**src/rtl/serial_port_pkg.sv**
```systemverilog
package serial_port_pkg;

  typedef enum logic [1:0] {
    PAR_NONE = 2'b00,
    PAR_ZERO = 2'b01,
    PAR_ODD  = 2'b10,
    PAR_EVEN = 2'b11
  } par_e;

  typedef struct packed {
    par_e par;
    logic len8;
    logic stop2;
  } fmt_t;

  localparam logic [1:0] A_MODE = 2'd0;
  localparam logic [1:0] A_STAT = 2'd1;
  localparam logic [1:0] A_TXD  = 2'd2;
  localparam logic [1:0] A_RXD  = 2'd3;

  // start + 8 data + parity + 2 stop
  localparam int FRAME_MAX = 12;

  function automatic logic data_xor(logic [7:0] d, logic len8);
    return len8 ? ^d : ^d[6:0];
  endfunction

  function automatic logic par_bit(par_e m, logic [7:0] d, logic len8);
    case (m)
      PAR_ODD:  return ~data_xor(d, len8);
      PAR_EVEN: return data_xor(d, len8);
      default:  return 1'b0;
    endcase
  endfunction

endpackage

```
**src/rtl/sp_baud.sv**
```systemverilog
module sp_baud #(
  parameter int DIV = 4
) (
  input  logic clk_i,
  input  logic rst_ni,
  output logic tick_o
);

  generate
    if (DIV <= 1) begin : g_pass
      assign tick_o = 1'b1;
    end else begin : g_cnt
      localparam int CW = $clog2(DIV);
      localparam logic [CW-1:0] LAST = CW'(DIV - 1);
      logic [CW-1:0] cnt_q;

      always_ff @(posedge clk_i or negedge rst_ni) begin
        if (!rst_ni)            cnt_q <= '0;
        else if (cnt_q == LAST) cnt_q <= '0;
        else                    cnt_q <= cnt_q + 1'b1;
      end

      assign tick_o = (cnt_q == LAST);
    end
  endgenerate

endmodule

```
**src/rtl/sp_tx.sv**
```systemverilog
module sp_tx
  import serial_port_pkg::*;
#(
  parameter int OSR = 16
) (
  input  logic       clk_i,
  input  logic       rst_ni,
  input  logic       en_i,
  input  logic       tick_i,
  input  logic       load_i,
  input  logic [7:0] data_i,
  input  fmt_t       fmt_i,
  output logic       tx_o,
  output logic       busy_o
);

  localparam int OW = (OSR > 1) ? $clog2(OSR) : 1;
  localparam int NW = $clog2(FRAME_MAX + 1);
  localparam logic [OW-1:0] OS_LAST = OW'(OSR - 1);

  logic [FRAME_MAX-1:0] sh_q, frame_d;
  logic [NW-1:0]        left_q, len_d;
  logic [OW-1:0]        os_q;
  logic                 busy_q;

  // whole frame built at load, shifted out LSB first, ones fill behind
  always_comb begin
    int n;
    frame_d    = '1;
    frame_d[0] = 1'b0;
    for (int i = 0; i < 8; i++) begin
      if (i < 7 || fmt_i.len8) frame_d[1+i] = data_i[i];
    end
    n = fmt_i.len8 ? 10 : 9;
    if (fmt_i.par != PAR_NONE) begin
      frame_d[fmt_i.len8 ? 9 : 8] = par_bit(fmt_i.par, data_i, fmt_i.len8);
      n = n + 1;
    end
    if (fmt_i.stop2) n = n + 1;
    len_d = NW'(n);
  end

  always_ff @(posedge clk_i or negedge rst_ni) begin
    if (!rst_ni) begin
      busy_q <= 1'b0;
      sh_q   <= '1;
      left_q <= '0;
      os_q   <= '0;
    end else if (!en_i) begin
      busy_q <= 1'b0;
      sh_q   <= '1;
      left_q <= '0;
      os_q   <= '0;
    end else if (!busy_q) begin
      if (load_i) begin
        sh_q   <= frame_d;
        left_q <= len_d;
        os_q   <= '0;
        busy_q <= 1'b1;
      end
    end else if (tick_i) begin
      if (os_q == OS_LAST) begin
        os_q   <= '0;
        sh_q   <= {1'b1, sh_q[FRAME_MAX-1:1]};
        left_q <= left_q - 1'b1;
        if (left_q == NW'(1)) busy_q <= 1'b0;
      end else begin
        os_q <= os_q + 1'b1;
      end
    end
  end

  assign tx_o   = busy_q ? sh_q[0] : 1'b1;
  assign busy_o = busy_q;

  AST_TX_LOAD_IDLE: assert property (@(posedge clk_i) disable iff (!rst_ni)
    load_i |-> !busy_q);

  AST_TX_IDLE_HIGH: assert property (@(posedge clk_i) disable iff (!rst_ni)
    !en_i |=> tx_o);

endmodule

```
**src/rtl/sp_rx.sv**
```systemverilog
module sp_rx
  import serial_port_pkg::*;
#(
  parameter int OSR = 16
) (
  input  logic       clk_i,
  input  logic       rst_ni,
  input  logic       en_i,
  input  logic       tick_i,
  input  logic       rx_i,
  input  fmt_t       fmt_i,
  output logic       done_o,
  output logic [7:0] data_o,
  output logic       perr_o,
  output logic       ferr_o
);

  localparam int OW = (OSR > 1) ? $clog2(OSR) : 1;
  localparam logic [OW-1:0] OS_LAST = OW'(OSR - 1);
  localparam logic [OW-1:0] OS_MID  = OW'((OSR / 2) - 2);

  typedef enum logic [2:0] {S_IDLE, S_START, S_DATA, S_PAR, S_STOP} rx_st_e;

  rx_st_e     st_q;
  logic [OW-1:0] os_q;
  logic [2:0] idx_q;
  logic [7:0] dat_q;
  logic       prev_q, done_q, perr_q, ferr_q;
  logic       bit_end;
  logic [2:0] last_idx;

  assign bit_end  = (os_q == OS_LAST);
  assign last_idx = fmt_i.len8 ? 3'd7 : 3'd6;

  always_ff @(posedge clk_i or negedge rst_ni) begin
    if (!rst_ni) begin
      st_q   <= S_IDLE;
      os_q   <= '0;
      idx_q  <= '0;
      dat_q  <= '0;
      prev_q <= 1'b1;
      done_q <= 1'b0;
      perr_q <= 1'b0;
      ferr_q <= 1'b0;
    end else if (!en_i) begin
      st_q   <= S_IDLE;
      os_q   <= '0;
      idx_q  <= '0;
      prev_q <= 1'b1;
      done_q <= 1'b0;
    end else begin
      done_q <= 1'b0;
      if (tick_i) begin
        case (st_q)
          S_IDLE: begin
            prev_q <= rx_i;
            // armed only after a high sample
            if (prev_q && !rx_i) begin
              st_q <= S_START;
              os_q <= '0;
            end
          end
          S_START: begin
            if (os_q == OS_MID) begin
              os_q <= '0;
              if (!rx_i) begin
                st_q   <= S_DATA;
                idx_q  <= '0;
                dat_q  <= '0;
                perr_q <= 1'b0;
              end else begin
                st_q   <= S_IDLE;
                prev_q <= 1'b1;
              end
            end else begin
              os_q <= os_q + 1'b1;
            end
          end
          S_DATA: begin
            os_q <= bit_end ? '0 : os_q + 1'b1;
            if (bit_end) begin
              dat_q[idx_q] <= rx_i;
              if (idx_q == last_idx) begin
                idx_q <= '0;
                st_q  <= (fmt_i.par != PAR_NONE) ? S_PAR : S_STOP;
              end else begin
                idx_q <= idx_q + 1'b1;
              end
            end
          end
          S_PAR: begin
            os_q <= bit_end ? '0 : os_q + 1'b1;
            if (bit_end) begin
              perr_q <= (fmt_i.par == PAR_ODD || fmt_i.par == PAR_EVEN) &&
                        (rx_i != par_bit(fmt_i.par, dat_q, fmt_i.len8));
              st_q   <= S_STOP;
            end
          end
          S_STOP: begin
            os_q <= bit_end ? '0 : os_q + 1'b1;
            if (bit_end) begin
              ferr_q <= !rx_i;
              done_q <= 1'b1;
              prev_q <= rx_i;
              st_q   <= S_IDLE;
            end
          end
          default: st_q <= S_IDLE;
        endcase
      end
    end
  end

  assign done_o = done_q;
  assign data_o = dat_q;
  assign perr_o = perr_q;
  assign ferr_o = ferr_q;

  AST_RX_OFF_QUIET: assert property (@(posedge clk_i) disable iff (!rst_ni)
    !en_i |=> !done_o);

endmodule

```
**src/rtl/serial_port.sv**
```systemverilog
module serial_port
  import serial_port_pkg::*;
#(
  parameter int BAUD_DIV = 4,
  parameter int OSR      = 16
) (
  input  logic       clk_i,
  input  logic       rst_ni,
  input  logic [1:0] addr_i,
  input  logic       wr_i,
  input  logic       rd_i,
  input  logic [7:0] wdata_i,
  output logic [7:0] rdata_o,
  input  logic       rx_i,
  output logic       tx_o
);

  logic pwr_q, txe_q, rxe_q;
  fmt_t fmt_q;
  logic core_rst_n;

  logic wr_mode, rd_stat, rd_buf, tx_load;
  logic tick, tx_busy;
  logic [1:0] rx_sync_q;
  logic rx_done, rx_perr, rx_ferr;
  logic [7:0] rx_data;

  logic [7:0] rbuf_q;
  logic rfull_q, perr_q, ferr_q, ovr_q;

  logic unused_wdata;
  assign unused_wdata = wdata_i[0];

  assign wr_mode = wr_i && (addr_i == A_MODE);
  assign rd_stat = rd_i && (addr_i == A_STAT);
  assign rd_buf  = rd_i && (addr_i == A_RXD);
  assign tx_load = wr_i && (addr_i == A_TXD) && txe_q && !tx_busy;

  // enables accepted only with power already on
  always_ff @(posedge clk_i or negedge rst_ni) begin
    if (!rst_ni) begin
      pwr_q <= 1'b0;
      txe_q <= 1'b0;
      rxe_q <= 1'b0;
      fmt_q <= '0;
    end else if (wr_mode) begin
      pwr_q <= wdata_i[7];
      txe_q <= wdata_i[7] && pwr_q && wdata_i[6];
      rxe_q <= wdata_i[7] && pwr_q && wdata_i[5];
      fmt_q <= fmt_t'(wdata_i[4:1]);
    end
  end

  // power bit doubles as the core's asynchronous reset
  assign core_rst_n = rst_ni & pwr_q;

  always_ff @(posedge clk_i or negedge core_rst_n) begin
    if (!core_rst_n) rx_sync_q <= 2'b11;
    else             rx_sync_q <= {rx_sync_q[0], rx_i};
  end

  sp_baud #(.DIV(BAUD_DIV)) u_baud (
    .clk_i  (clk_i),
    .rst_ni (core_rst_n),
    .tick_o (tick)
  );

  sp_tx #(.OSR(OSR)) u_tx (
    .clk_i  (clk_i),
    .rst_ni (core_rst_n),
    .en_i   (txe_q),
    .tick_i (tick),
    .load_i (tx_load),
    .data_i (wdata_i),
    .fmt_i  (fmt_q),
    .tx_o   (tx_o),
    .busy_o (tx_busy)
  );

  sp_rx #(.OSR(OSR)) u_rx (
    .clk_i  (clk_i),
    .rst_ni (core_rst_n),
    .en_i   (rxe_q),
    .tick_i (tick),
    .rx_i   (rx_sync_q[1]),
    .fmt_i  (fmt_q),
    .done_o (rx_done),
    .data_o (rx_data),
    .perr_o (rx_perr),
    .ferr_o (rx_ferr)
  );

  // a new event wins over a same-cycle clearing read
  always_ff @(posedge clk_i or negedge core_rst_n) begin
    if (!core_rst_n) begin
      rbuf_q  <= '0;
      rfull_q <= 1'b0;
      perr_q  <= 1'b0;
      ferr_q  <= 1'b0;
      ovr_q   <= 1'b0;
    end else begin
      if (rx_done) rbuf_q <= rx_data;
      rfull_q <= rx_done || (rfull_q && !rd_buf);
      perr_q  <= (perr_q && !rd_stat) || (rx_done && rx_perr);
      ferr_q  <= (ferr_q && !rd_stat) || (rx_done && rx_ferr);
      ovr_q   <= (ovr_q && !rd_stat) || (rx_done && rfull_q && !rd_buf);
    end
  end

  always_comb begin
    case (addr_i)
      A_MODE:  rdata_o = {pwr_q, txe_q, rxe_q, fmt_q, 1'b1};
      A_STAT:  rdata_o = {tx_busy, rfull_q, 3'b000, perr_q, ferr_q, ovr_q};
      A_RXD:   rdata_o = rbuf_q;
      default: rdata_o = 8'h00;
    endcase
  end

  AST_EN_NEEDS_PWR: assert property (@(posedge clk_i) disable iff (!rst_ni)
    !pwr_q |-> (!txe_q && !rxe_q));

  AST_START_ORDER: assert property (@(posedge clk_i) disable iff (!rst_ni)
    (wr_mode && !pwr_q) |=> (!txe_q && !rxe_q));

  AST_PWR_OFF_CLEAR: assert property (@(posedge clk_i) disable iff (!rst_ni)
    !pwr_q |-> (rbuf_q == 8'h00 && !rfull_q && !perr_q && !ferr_q && !ovr_q && !tx_busy));

  AST_RXBUF_RD_CLR: assert property (@(posedge clk_i) disable iff (!rst_ni)
    (rd_buf && !rx_done && pwr_q) |=> !rfull_q);

  AST_STAT_RD_CLR: assert property (@(posedge clk_i) disable iff (!rst_ni)
    (rd_stat && !rx_done) |=> (!perr_q && !ferr_q && !ovr_q));

endmodule

```
**config.mk**
```make
export PLATFORM = sky130hd
export DESIGN_NAME = serial_port
export DESIGN_NICKNAME = d
export VERILOG_FILES = /design/src/rtl/serial_port_pkg.sv /design/src/rtl/sp_baud.sv /design/src/rtl/sp_tx.sv /design/src/rtl/sp_rx.sv /design/src/rtl/serial_port.sv
export SDC_FILE = /design/constraint.sdc
export NUM_CORES = 1
export LEC_CHECK = 0
export BUFFER_PORTS_ARGS = -buffer_cell sky130_fd_sc_hd__buf_2
export CORE_ASPECT_RATIO = 1.25
export CORE_UTILIZATION = 59
export CTS_BUF_LIST = sky130_fd_sc_hd__clkbuf_8
export DETAILED_ROUTE_END_ITERATION = 8
export PLACE_DENSITY = 0.75
export SETUP_SLACK_MARGIN = 0.5
export SLEW_MARGIN = 15
export SYNTH_ARGS = -nofsm -noshare
export SYNTH_HDL_FRONTEND = slang
export SYNTH_SLANG_ARGS = --single-unit
```
**constraint.sdc**
```tcl
create_clock -name clk_i -period 2.7 [get_ports clk_i]
set_input_delay 0.27 -clock clk_i [delete_from_list [all_inputs] [get_ports clk_i]]
set_output_delay 0.27 -clock clk_i [all_outputs]
set_load 0.01 [all_outputs]
```
==> reports/results.ini, run 1 <==
[status]
status=complete, no violations

[global_route]
global_route.usage.total_pct=26.19
gr_ovfl_total=0
via_count_of_the_first_global_routing_pass=2664
grt_antenna_before_repair=0
grt_max_degree=40
grt_first_pass_wirelength_mm=12.66

[die]
dieHeight_um=89.06
pin_count=24
floorplan.core_area_mm2=0.005818
initial_core_util_pct=61.48
die_area_mm2=0.006380
std_cell_rows=31
die-width_um=71.65

[power_and_ir_drop]
p_leak_nw=1.724
p_switching_uw=611.0
power_switching_share_pct=28.99
internal-power_mw=1.497
clock_power_share_pct=32.4
power_frac_seq_pct=50.9
peakVddDrop_uv=342.1
powerDensity_mw_per_mm2=533.3
share_comb_of_total_power_pct=16.7

[placement]
detailed_place.area_mm2=0.003754
gp_congestion=0.9076
detailed_place_hpwl_mm=5.409
dpl.cell_count=436
buffer_ports.inserted=23
post-place-ws_ps=531.1

[layout]
final.fill_count=469
nets=410
syn2layout_area_growth_pct=10.49
n_antenna_cell=0
post-route-cell-area_mm2=0.003953
final_cell_count_no_fill=456
drive_above_1_share_pct=21.54

[drt]
avgRoutedWirePerCell_um=16.58
post-route-drc-count=0
vias=2782
number_of_vias_per_cell_after_detailed_routing=6.101
first_iter_violations=178
postRouteWirelength_mm=7.561
drt-pass1-iter-count=4
drtAntennaViolNets=0

[timing]
worst_clock_skew_ps=8.237
post-route-period-util_pct=77.90
setup_total_negative_slack_ps=0
fmaxAchievable_mhz=475.4
timing.hold.ws_ps=19.80
finalCriticalPeriod_ps=2103
finalWorstSetupSlack_ps=596.7
max_slew.worst_pin.slew_ps=485.4
finalSetupViolations=0
final_hold_viol_count=0
max-slew-margin-rel_pct=67.23
timing.final.max_slew_violations=0
rsz0062_at_grt=false

[worst_setup_path]
crit_path_max_fanout=11
worst_setup_path_startpoint=u_rx.st_q[1]$_DFFE_PN0P_
worstReg2RegStart=u_rx.st_q[1]$_DFFE_PN0P_
critical_path.endpoint_type=register
r2r_end=u_rx.st_q[1]$_DFFE_PN0P_
worst-r2r-cell-count=5
setup.worst_path.start_class=register
cp_data_required_time_ps=2930
cp_data_arrival_time_ps=2330
timing.setup.critical_path_class=reg -> reg
termination_of_the_worst_setup_path=u_rx.st_q[1]$_DFFE_PN0P_
reg2reg_slack_ps=600

[synthesis]
synth.ff_latch_count=64
postSynthAreaPerCell_um2=9.882
synth-seq-area-share_pct=45.23
yosys-top-cells-area=dfrtp_1 36%, dfstp_2 9.5%, mux2_2 6.0%
synth_edf_count=0
synthArstFlopShare_pct=100.0
syn_inst=362
yosys_warnings=0
synth_top_flop_cell=dfrtp_1
postSynthNetCount=387
yosys.cell_types.count=55
post_synth_instance_area_mm2=0.003577
netlist.top_cell.by_area=dfrtp_1
synthTopCellsByCount=51 x dfrtp_1, 41 x o21ai_0, 29 x nand2_1, 20 x nor2_1, 19 x mux2_2
yosysTopAreaCellShare_pct=35.68
post-synth-top-count-cell=dfrtp_1

[clock_network]
tritoncts=done
clock_tree.htree_level_count=3
numClockSinks=64
clk_root_buffer_cell=clkbuf_8
clkLatencyLatePin_ps=350
ctsLongestPathBuffers=2
tritoncts.num_buffers=9
clkSlewWorstSetupHoldPaths_ps=60

[min_path]
worst_hold_path_cell_count=1
min_from=rx_i
holdCritPathClass=in -> reg

[flow_run]
maxCapViolations=0

==> per-layer routing <==
layer	global-route usage, %	part of all wire, %	vias up
met5	0	0	-
met1	32.04	44	1357
met2	45.45	51	45
li1	-	-	1363
met4	12.30	2.5	0
met3	4.397	2.6	17
==> registers in the layout, summed over array words and instances (netlist names), 4 cells and up <==
signal,flops
u_rx.os_q,4
fmt_q,4
u_tx.sh_q,10
u_tx.left_q,4
rbuf_q,8
u_rx.data_o,8
u_tx.os_q,4
==> placed cells by master (no fill, tap or decap), types with 2 or more instances in the layout <==
| cell type | synthesis | routed |
|---|---|---|
| dfrtp_2 | 0 | 3 |
| a22o_1 | 6 | 6 |
| nand4_1 | 4 | 4 |
| o2bb2ai_1 | 3 | 3 |
| clkbuf_8 | 0 | 10 |
| o2111ai_1 | 2 | 2 |
| a31oi_1 | 17 | 17 |
| or3_1 | 2 | 2 |
| o21ai_0 | 41 | 41 |
| nor2_1 | 20 | 20 |
| nor3b_1 | 4 | 4 |
| mux2i_1 | 16 | 16 |
| xnor2_1 | 11 | 11 |
| or3b_2 | 2 | 2 |
| mux2_2 | 19 | 19 |
| buf_4 | 0 | 7 |
| dfrtp_1 | 51 | 48 |
| nand3b_1 | 3 | 3 |
| dfstp_2 | 13 | 13 |
| buf_2 | 4 | 23 |
| a21oi_1 | 10 | 10 |
| and2_1 | 3 | 2 |
| nand3_1 | 11 | 11 |
| nor2b_1 | 2 | 2 |
| xor2_1 | 6 | 6 |
| and3_1 | 5 | 5 |
| o31ai_1 | 4 | 4 |
| a21boi_0 | 2 | 2 |
| nor3_1 | 6 | 6 |
| nand2_1 | 29 | 29 |
| ha_1 | 10 | 10 |
| inv_1 | 13 | 18 |
| nand2b_1 | 4 | 4 |
==> how the worst min path moves through the flow <==
stage / end / slack, ps
after floorplan: fmt_q[0]$_DFFE_PN0P_ / -30
after global placement: txe_q$_DFFE_PN0P_ / 120
after detailed placement: txe_q$_DFFE_PN0P_ / 120
after CTS: rx_sync_q[0]$_DFF_PN1_ / 10
after global routing: rx_sync_q[0]$_DFF_PN1_ / 9
final: rx_sync_q[0]$_DFF_PN1_ / 20
==> timing repair <==
| action | CTS | global route |
|---|---|---|
| setup endpoints to repair | 0 | 11 |
| hold endpoints to repair | 7 | 0 |
| hold buffers | 1 | 0 |
| gates resized for setup | 0 | 4 |
| setup buffers | 0 | 3 |
==> metrics by stage <==
stage	power (mW)	util (%)
final	2.108	67.94
after detailed placement	1.437	64.52
after floorplan	1.327	-
after global routing	2.216	67.94
after global placement	1.429	64.52
after CTS	2.119	67.46
==> cell type report <==
class / count / area, um2 / share of cell area [%]
clock buffers: 10 / 137.6 / 3.482
well taps: 66 / 82.58 / 2.089
multi-input cells: 265 / 1841 / 46.57
inverters: 13 / 48.80 / 1.235
flip-flops and latches: 64 / 1622 / 41.03
clock inverters: 6 / 23.77 / 0.6015
repair buffers: 32 / 197.7 / 5.002
==> worst max-delay path, stage by stage (launching register included) <==
cell and delay, ps:
dfrtp_2 470, or3b_2 530, o21a_1 280, o21ai_0 110
a221o_1 250, mux2_2 350
==> cell families (layout without fill, tap and decap cells) <==
kind of cell / after synthesis / count (layout) / synth area share (%)
AND/OR/NAND/NOR: 104 / 104 / 15.28
AO/OA/AOI/OAI: 98 / 98 / 17.14
flip-flops: 64 / 64 / 45.23
multiplexers: 35 / 35 / 10.46
buffers and inverters: 33 / 61 / 3.603
XOR/XNOR: 18 / 18 / 4.792
adder cells (fa/ha/maj): 10 / 10 / 3.498
==> power groups by stage <==
stage / logic (mW) / clock network (mW) / registers [mW]
final: 0.351 / 0.683 / 1.07
after global routing: 0.401 / 0.735 / 1.08
after CTS: 0.353 / 0.694 / 1.07
after detailed placement: 0.350 / 0 / 1.09
after global placement: 0.344 / 0 / 1.09
after floorplan: 0.275 / 0 / 1.05
(Power assumes the default switching activity.)
==> inputs of run 2 (changes only) <==
--- a/config.mk
+++ b/config.mk
@@ -7,10 +7,10 @@
 export LEC_CHECK = 0
 export BUFFER_PORTS_ARGS = -buffer_cell sky130_fd_sc_hd__buf_2
 export CORE_ASPECT_RATIO = 1.25
-export CORE_UTILIZATION = 59
+export CORE_UTILIZATION = 57
 export CTS_BUF_LIST = sky130_fd_sc_hd__clkbuf_8
 export DETAILED_ROUTE_END_ITERATION = 8
-export PLACE_DENSITY = 0.75
+export PLACE_DENSITY = 0.76
 export SETUP_SLACK_MARGIN = 0.5
 export SLEW_MARGIN = 15
 export SYNTH_ARGS = -nofsm -noshare
==> constraint.sdc (replaced) <==
create_clock -name clk_i -period 1.81 [get_ports clk_i]
set_input_delay 0.181 -clock clk_i [delete_from_list [all_inputs] [get_ports clk_i]]
set_output_delay 0.181 -clock clk_i [all_outputs]
set_load 0.01 [all_outputs]
==> reports/results.ini, run 2 (synthesis results as in run 1) <==
[worst_setup_path]
timing.setup.critical_path_class=reg -> reg
cp_slowest_stage_delay_ps=460
cp_data_required_time_ps=2050
path_delay_family=compound AO/OA/AOI/OAI gates
setup.worst_path.start_class=register
critical_path.endpoint_type=register
cells_along_the_critical_path=or3b_4 -> o21a_4 -> o21ai_2 -> a221o_1 -> mux2_2
worstPathBufferInverterCount=0
crit_path_max_fanout=6
cp_data_arrival_time_ps=2180
critical-path-slowest-cell=dfrtp_2

[timing]
fmaxAchievable_mhz=515.0
final_hold_viol_count=0
timing.hold.ws_ps=79.79
setup_total_negative_slack_ps=-681.2
timing.final.max_slew_violations=0
max-slew-margin-rel_pct=58.52
finalWorstSetupSlack_ps=-131.6
finalCriticalPeriod_ps=1942
post-route-period-util_pct=107.3
max_slew.worst_pin.slew_ps=617.4
worst_clock_skew_ps=12.75
rsz0062_at_grt=true
finalSetupViolations=14

[placement]
buffer_ports.inserted=23
gp_congestion=0.8537
detailed_place_hpwl_mm=5.733

[die]
pin_count=24
floorplan.core_area_mm2=0.005934
std_cell_rows=31
die-width_um=72.86
dieHeight_um=90.57
initial_core_util_pct=60.28
die_area_mm2=0.006598

[layout]
n_antenna_cell=0
final_cell_mix=59 x buf_4, 46 x dfrtp_1, 24 x nand2_1
fin_util_pct=90.36
most_common_library_cell_in_the_layout_ignoring_fill_and_taps=buf_4
nets=488
top_register=u_tx.sh_q
drive_above_1_share_pct=54.27
syn2layout_area_growth_pct=49.91
largest_register_ffs=10

[global_route]
grt_max_degree=40
via_count_of_the_first_global_routing_pass=3508
global_route.usage.total_pct=36.61
grt_antenna_before_repair=1
gr_ovfl_total=0
grt_first_pass_wirelength_mm=18.03

[drt]
drt-pass1-iter-count=6
number_of_vias_per_cell_after_detailed_routing=6.947
drtAntennaViolNets=0
first_iter_violations=495
vias=3821
postRouteWirelength_mm=14.35
avgRoutedWirePerCell_um=26.09
post-route-drc-count=0

[status]
status=complete, but fails checks
failed_checks=setup timing

[clock_network]
tritoncts.num_buffers=9
ctsLongestPathBuffers=2
numClockSinks=64
clk_root_buffer_cell=clkbuf_8
clkSlewWorstSetupHoldPaths_ps=80
clock_tree.htree_level_count=3
clkLatencyLatePin_ps=360
tritoncts=done

[min_path]
holdCritPathClass=in -> reg

[flow_run]
maxCapViolations=0

[power_and_ir_drop]
p_leak_nw=2.279
peakVddDrop_uv=611.5
powerDensity_mw_per_mm2=719.8

## run 2: changes by cell type in the layout (fill, tap and decap cells not counted), sizes merged
| cell | change |
|---|---|
| nand3 | +1 |
| inv | -3 |
| buf | +76 |
| dlygate4sd3 | +1 |
| clkinv | +3 |
## run 2: final cells by class
class | count | area, um2
multi-input cells | 266 | 2470
flip-flops and latches | 64 | 1624
repair buffers | 109 | 952.2
fillers | 202 | 571.8
clock buffers | 10 | 137.6
well taps | 82 | 102.6
inverters | 13 | 48.80
clock inverters | 6 | 27.53
## run 2: routing by layer
layer	up-vias	track usage (%)	part of all wire (%)
li1	1526	-	-
met1	1851	42.49	34
met2	309	61.06	48
met3	133	9.152	9.5
met4	2	19.61	8.4
met5	-	0	0.091
## run 2: power breakdown
part / switching (mW) / internal, mW / total, mW / leakage, nW
logic: 0.630 / 0.514 / 1.14 / 1.36
registers: 0.0897 / 1.51 / 1.60 / 0.819
clock network: 0.602 / 0.516 / 1.12 / 0.0982
total: 1.32 / 2.54 / 3.86 / 2.28
## run 2: worst paths after layout
path | startpoint | end | slack [ps] | depth (start not counted)
min reg2reg | rx_sync_q[0]$_DFF_PN1_ | rx_sync_q[1]$_DFF_PN1_ | 360 | 0
max in group asynchronous | rst_ni | rx_sync_q[0]$_DFF_PN1_ | 650 | 4
max | u_rx.st_q[1]$_DFFE_PN0P_ | u_rx.st_q[0]$_DFFE_PN0P_ | -130 | 5
min | rd_i | ovr_q$_DFF_PN0_ | 80 | 2
max reg2reg | u_rx.st_q[1]$_DFFE_PN0P_ | u_rx.st_q[0]$_DFFE_PN0P_ | -130 | 5
min in group asynchronous | rst_ni | pwr_q$_DFFE_PN0P_ | 220 | 2
## run 2: repair_timing
item                                    4_1_cts  5_1_grt
endpoints found under the hold margin         8        0
endpoints found under the setup margin       47       49
gates cloned                                  4        1
pin swaps                                    25       31
gates resized for setup                     105       65
setup buffers                                32       18
hold buffers                                  2        0
## run 2: stage by stage
| stage | power, mW | area, um2 | cells | setup WS (ps) |
|---|---|---|---|---|
| 2_1_floorplan | 2.031 | 3709 | 362 | 44.09 |
| 3_3_place_gp | 2.199 | 4026 | 477 | 8.673 |
| 3_5_place_dp | 2.222 | 4026 | 477 | -14.53 |
| 4_1_cts | 3.605 | 4960 | 531 | -18.11 |
| 5_1_grt | 3.991 | 5363 | 550 | -169.8 |
| 6_report | 3.860 | 5363 | 550 | -131.6 |
==> inputs of run 3 (changes only) <==
--- a/config.mk
+++ b/config.mk
@@ -7,10 +7,10 @@
 export LEC_CHECK = 0
 export BUFFER_PORTS_ARGS = -buffer_cell sky130_fd_sc_hd__buf_2
 export CORE_ASPECT_RATIO = 1.25
-export CORE_UTILIZATION = 57
+export CORE_UTILIZATION = 40
 export CTS_BUF_LIST = sky130_fd_sc_hd__clkbuf_8
 export DETAILED_ROUTE_END_ITERATION = 8
-export PLACE_DENSITY = 0.76
+export PLACE_DENSITY = 0.56
 export SETUP_SLACK_MARGIN = 0.5
 export SLEW_MARGIN = 15
 export SYNTH_ARGS = -nofsm -noshare
==> reports/results.ini, run 3 (synthesis results as in run 1) <==
[min_path]
min_to=ovr_q$_DFF_PN0_
worst_hold_path_cell_count=2
min_from=rd_i
holdCritPathClass=in -> reg

[clock_network]
clkSlewWorstSetupHoldPaths_ps=80
ctsLongestPathBuffers=2
clock_tree.htree_level_count=3
tritoncts.num_buffers=9
tritoncts=done
clkLatencyLatePin_ps=350
clk_root_buffer_cell=clkbuf_8
numClockSinks=64

[drt]
post-route-drc-count=0
drtAntennaViolNets=0
met2WireLength_mm=5.222
first_iter_violations=125
met3RoutedLength_um=253
vias=3182
avgRoutedWirePerCell_um=16.83
topRoutingLayerUsed=met4
drt-pass1-iter-count=4
postRouteWirelength_mm=9.896
number_of_vias_per_cell_after_detailed_routing=5.412
route.layer.met1.wl_mm=4.168

[placement]
gp_congestion=0.8359
detailed_place.area_mm2=0.004114
detailed_place_hpwl_mm=5.884
buffer_ports.inserted=23

[global_route]
grt_antenna_before_repair=0
grt_first_pass_wirelength_mm=14.86
via_count_of_the_first_global_routing_pass=3028
gr_ovfl_total=0
global_route.usage.total_pct=21.19
grt_max_degree=34

[timing]
final_hold_viol_count=0
post-route-period-util_pct=104.5
finalCriticalPeriod_ps=1891
rsz0062_at_grt=true
setup_total_negative_slack_ps=-226.2
fmaxAchievable_mhz=528.7
max-slew-margin-rel_pct=67.66
timing.hold.ws_ps=53.36
worst_clock_skew_ps=12.68
timing.final.max_slew_violations=0
finalSetupViolations=4
finalWorstSetupSlack_ps=-81.26
max_slew.worst_pin.slew_ps=485.1

[power_and_ir_drop]
power_switching_share_pct=29.98
peakVddDrop_uv=429.7
power_frac_seq_pct=39.3
powerDensity_mw_per_mm2=730.1
clock_power_share_pct=34.0
share_comb_of_total_power_pct=26.7
internal-power_mw=2.817
p_leak_nw=2.310
p_switching_mw=1.206
totalPowerFinal_mw=4.023

[layout]
top_register=u_tx.sh_q
final_cell_mix=47 x buf_4, 45 x dfrtp_1, 25 x nand2_1, 25 x buf_6, 23 x buf_2
drive_above_1_share_pct=53.21
most_common_library_cell_in_the_layout_ignoring_fill_and_taps=buf_4
syn2layout_area_growth_pct=54.04
post-route-cell-area_mm2=0.005510
nets=488
largest_register_ffs=10
n_antenna_cell=0

[worst_setup_path]
cp_data_required_time_ps=2040
cp_data_arrival_time_ps=2120
crit_path_max_fanout=7
cells_along_the_critical_path=or3b_4 -> o21a_4 -> o21ai_2 -> a221o_1 -> mux2_4
timing.setup.critical_path_class=reg -> reg
critical_path.endpoint_type=register
reg2reg_slack_ps=-80
cp_slowest_stage_delay_ps=450
setup.worst_path.start_class=register
critical-path-slowest-cell=or3b_4
worst-r2r-cell-count=5
worstReg2RegStart=u_rx.st_q[2]$_DFFE_PN0P_
r2r_end=u_rx.st_q[0]$_DFFE_PN0P_

[die]
initial_core_util_pct=41.11
floorplan.core_area_mm2=0.008701
pin_count=24
dieHeight_um=107.7
die-width_um=86.59
std_cell_rows=38
die_area_mm2=0.009328

[flow_run]
maxCapViolations=0

[status]
failed_checks=setup timing
status=complete, but fails checks

-- run 3: cell count changes in the layout (fill, tap and decap cells not counted), sizes merged --
cell / change
dlymetal6s2s: +1
inv: -2
bufinv: +2
buf: -2
clkinvlp: +3
clkinv: -2
-- run 3: cell type report --
| class | instances | area (um2) |
|---|---|---|
| Clock inverter | 7 | 96.34 |
| Inverter | 13 | 51.30 |
| Multi-Input combinational cell | 266 | 2446 |
| Fill cell | 674 | 3191 |
| Tap cell | 120 | 150.1 |
| Timing Repair Buffer | 109 | 1017 |
| Sequential cell | 64 | 1625 |
| Clock buffer | 9 | 123.9 |
-- run 3: timing repair --
| action | CTS | global route |
|---|---|---|
| setup buffers | 28 | 21 |
| resized for setup | 108 | 66 |
| setup endpoints to repair | 47 | 49 |
| gates cloned | 3 | 1 |
| endpoints found under the hold margin | 8 | 0 |
| pin swaps | 22 | 31 |
| hold buffers | 2 | 0 |
-- run 3: metal layers --
layer / global-route usage (%) / vias to the layer above
li1: - / 1529
met1: 25.34 / 1583
met2: 36.05 / 50
met3: 5.675 / 20
met4: 8.095 / 0
met5: 0 / -
-- run 3: power by group through the flow --
stage / clock [mW] / sequential [mW] / combinational [mW]
global placement: 0 / 1.59 / 0.639
global route: 1.48 / 1.59 / 1.16
CTS: 1.41 / 1.58 / 0.917
floorplan: 0 / 1.57 / 0.456
detailed placement: 0 / 1.59 / 0.646
finish: 1.37 / 1.58 / 1.07
-- run 3: worst max-delay path by stage --
| stage | start | to | slack, ps |
|---|---|---|---|
| 6_report | u_rx.st_q[2]$_DFFE_PN0P_ | u_rx.st_q[0]$_DFFE_PN0P_ | -80 |
| 5_1_grt | u_rx.os_q[1]$_DFFE_PN0P_ | u_rx.st_q[0]$_DFFE_PN0P_ | -150 |
| 4_1_cts | u_rx.os_q[0]$_DFFE_PN0P_ | u_rx.st_q[0]$_DFFE_PN0P_ | -20 |
| 3_5_place_dp | u_rx.st_q[2]$_DFFE_PN0P_ | u_rx.st_q[0]$_DFFE_PN0P_ | -40 |
| 3_3_place_gp | u_rx.st_q[2]$_DFFE_PN0P_ | u_rx.st_q[1]$_DFFE_PN0P_ | -40 |
| 2_1_floorplan | u_rx.st_q[2]$_DFFE_PN0P_ | u_rx.st_q[2]$_DFFE_PN0P_ | 40 |
-- run 3: metrics by stage --
stage	std cells	setup slack (ps)	utilization (%)
2_1_floorplan	362	44.09	-
3_3_place_gp	517	-43.22	47.28
3_5_place_dp	517	-42.48	47.28
4_1_cts	566	-21.74	57.75
5_1_grt	588	-147.4	63.33
6_report	588	-81.26	63.33
-- run 3: critical path, delay by kind of cell, from the launching register on --
kind             cells  cell delay, ps
AO/OA/AOI/OAI        3             570
flip-flops           1             440
multiplexers         1             320
AND/OR/NAND/NOR      1             450
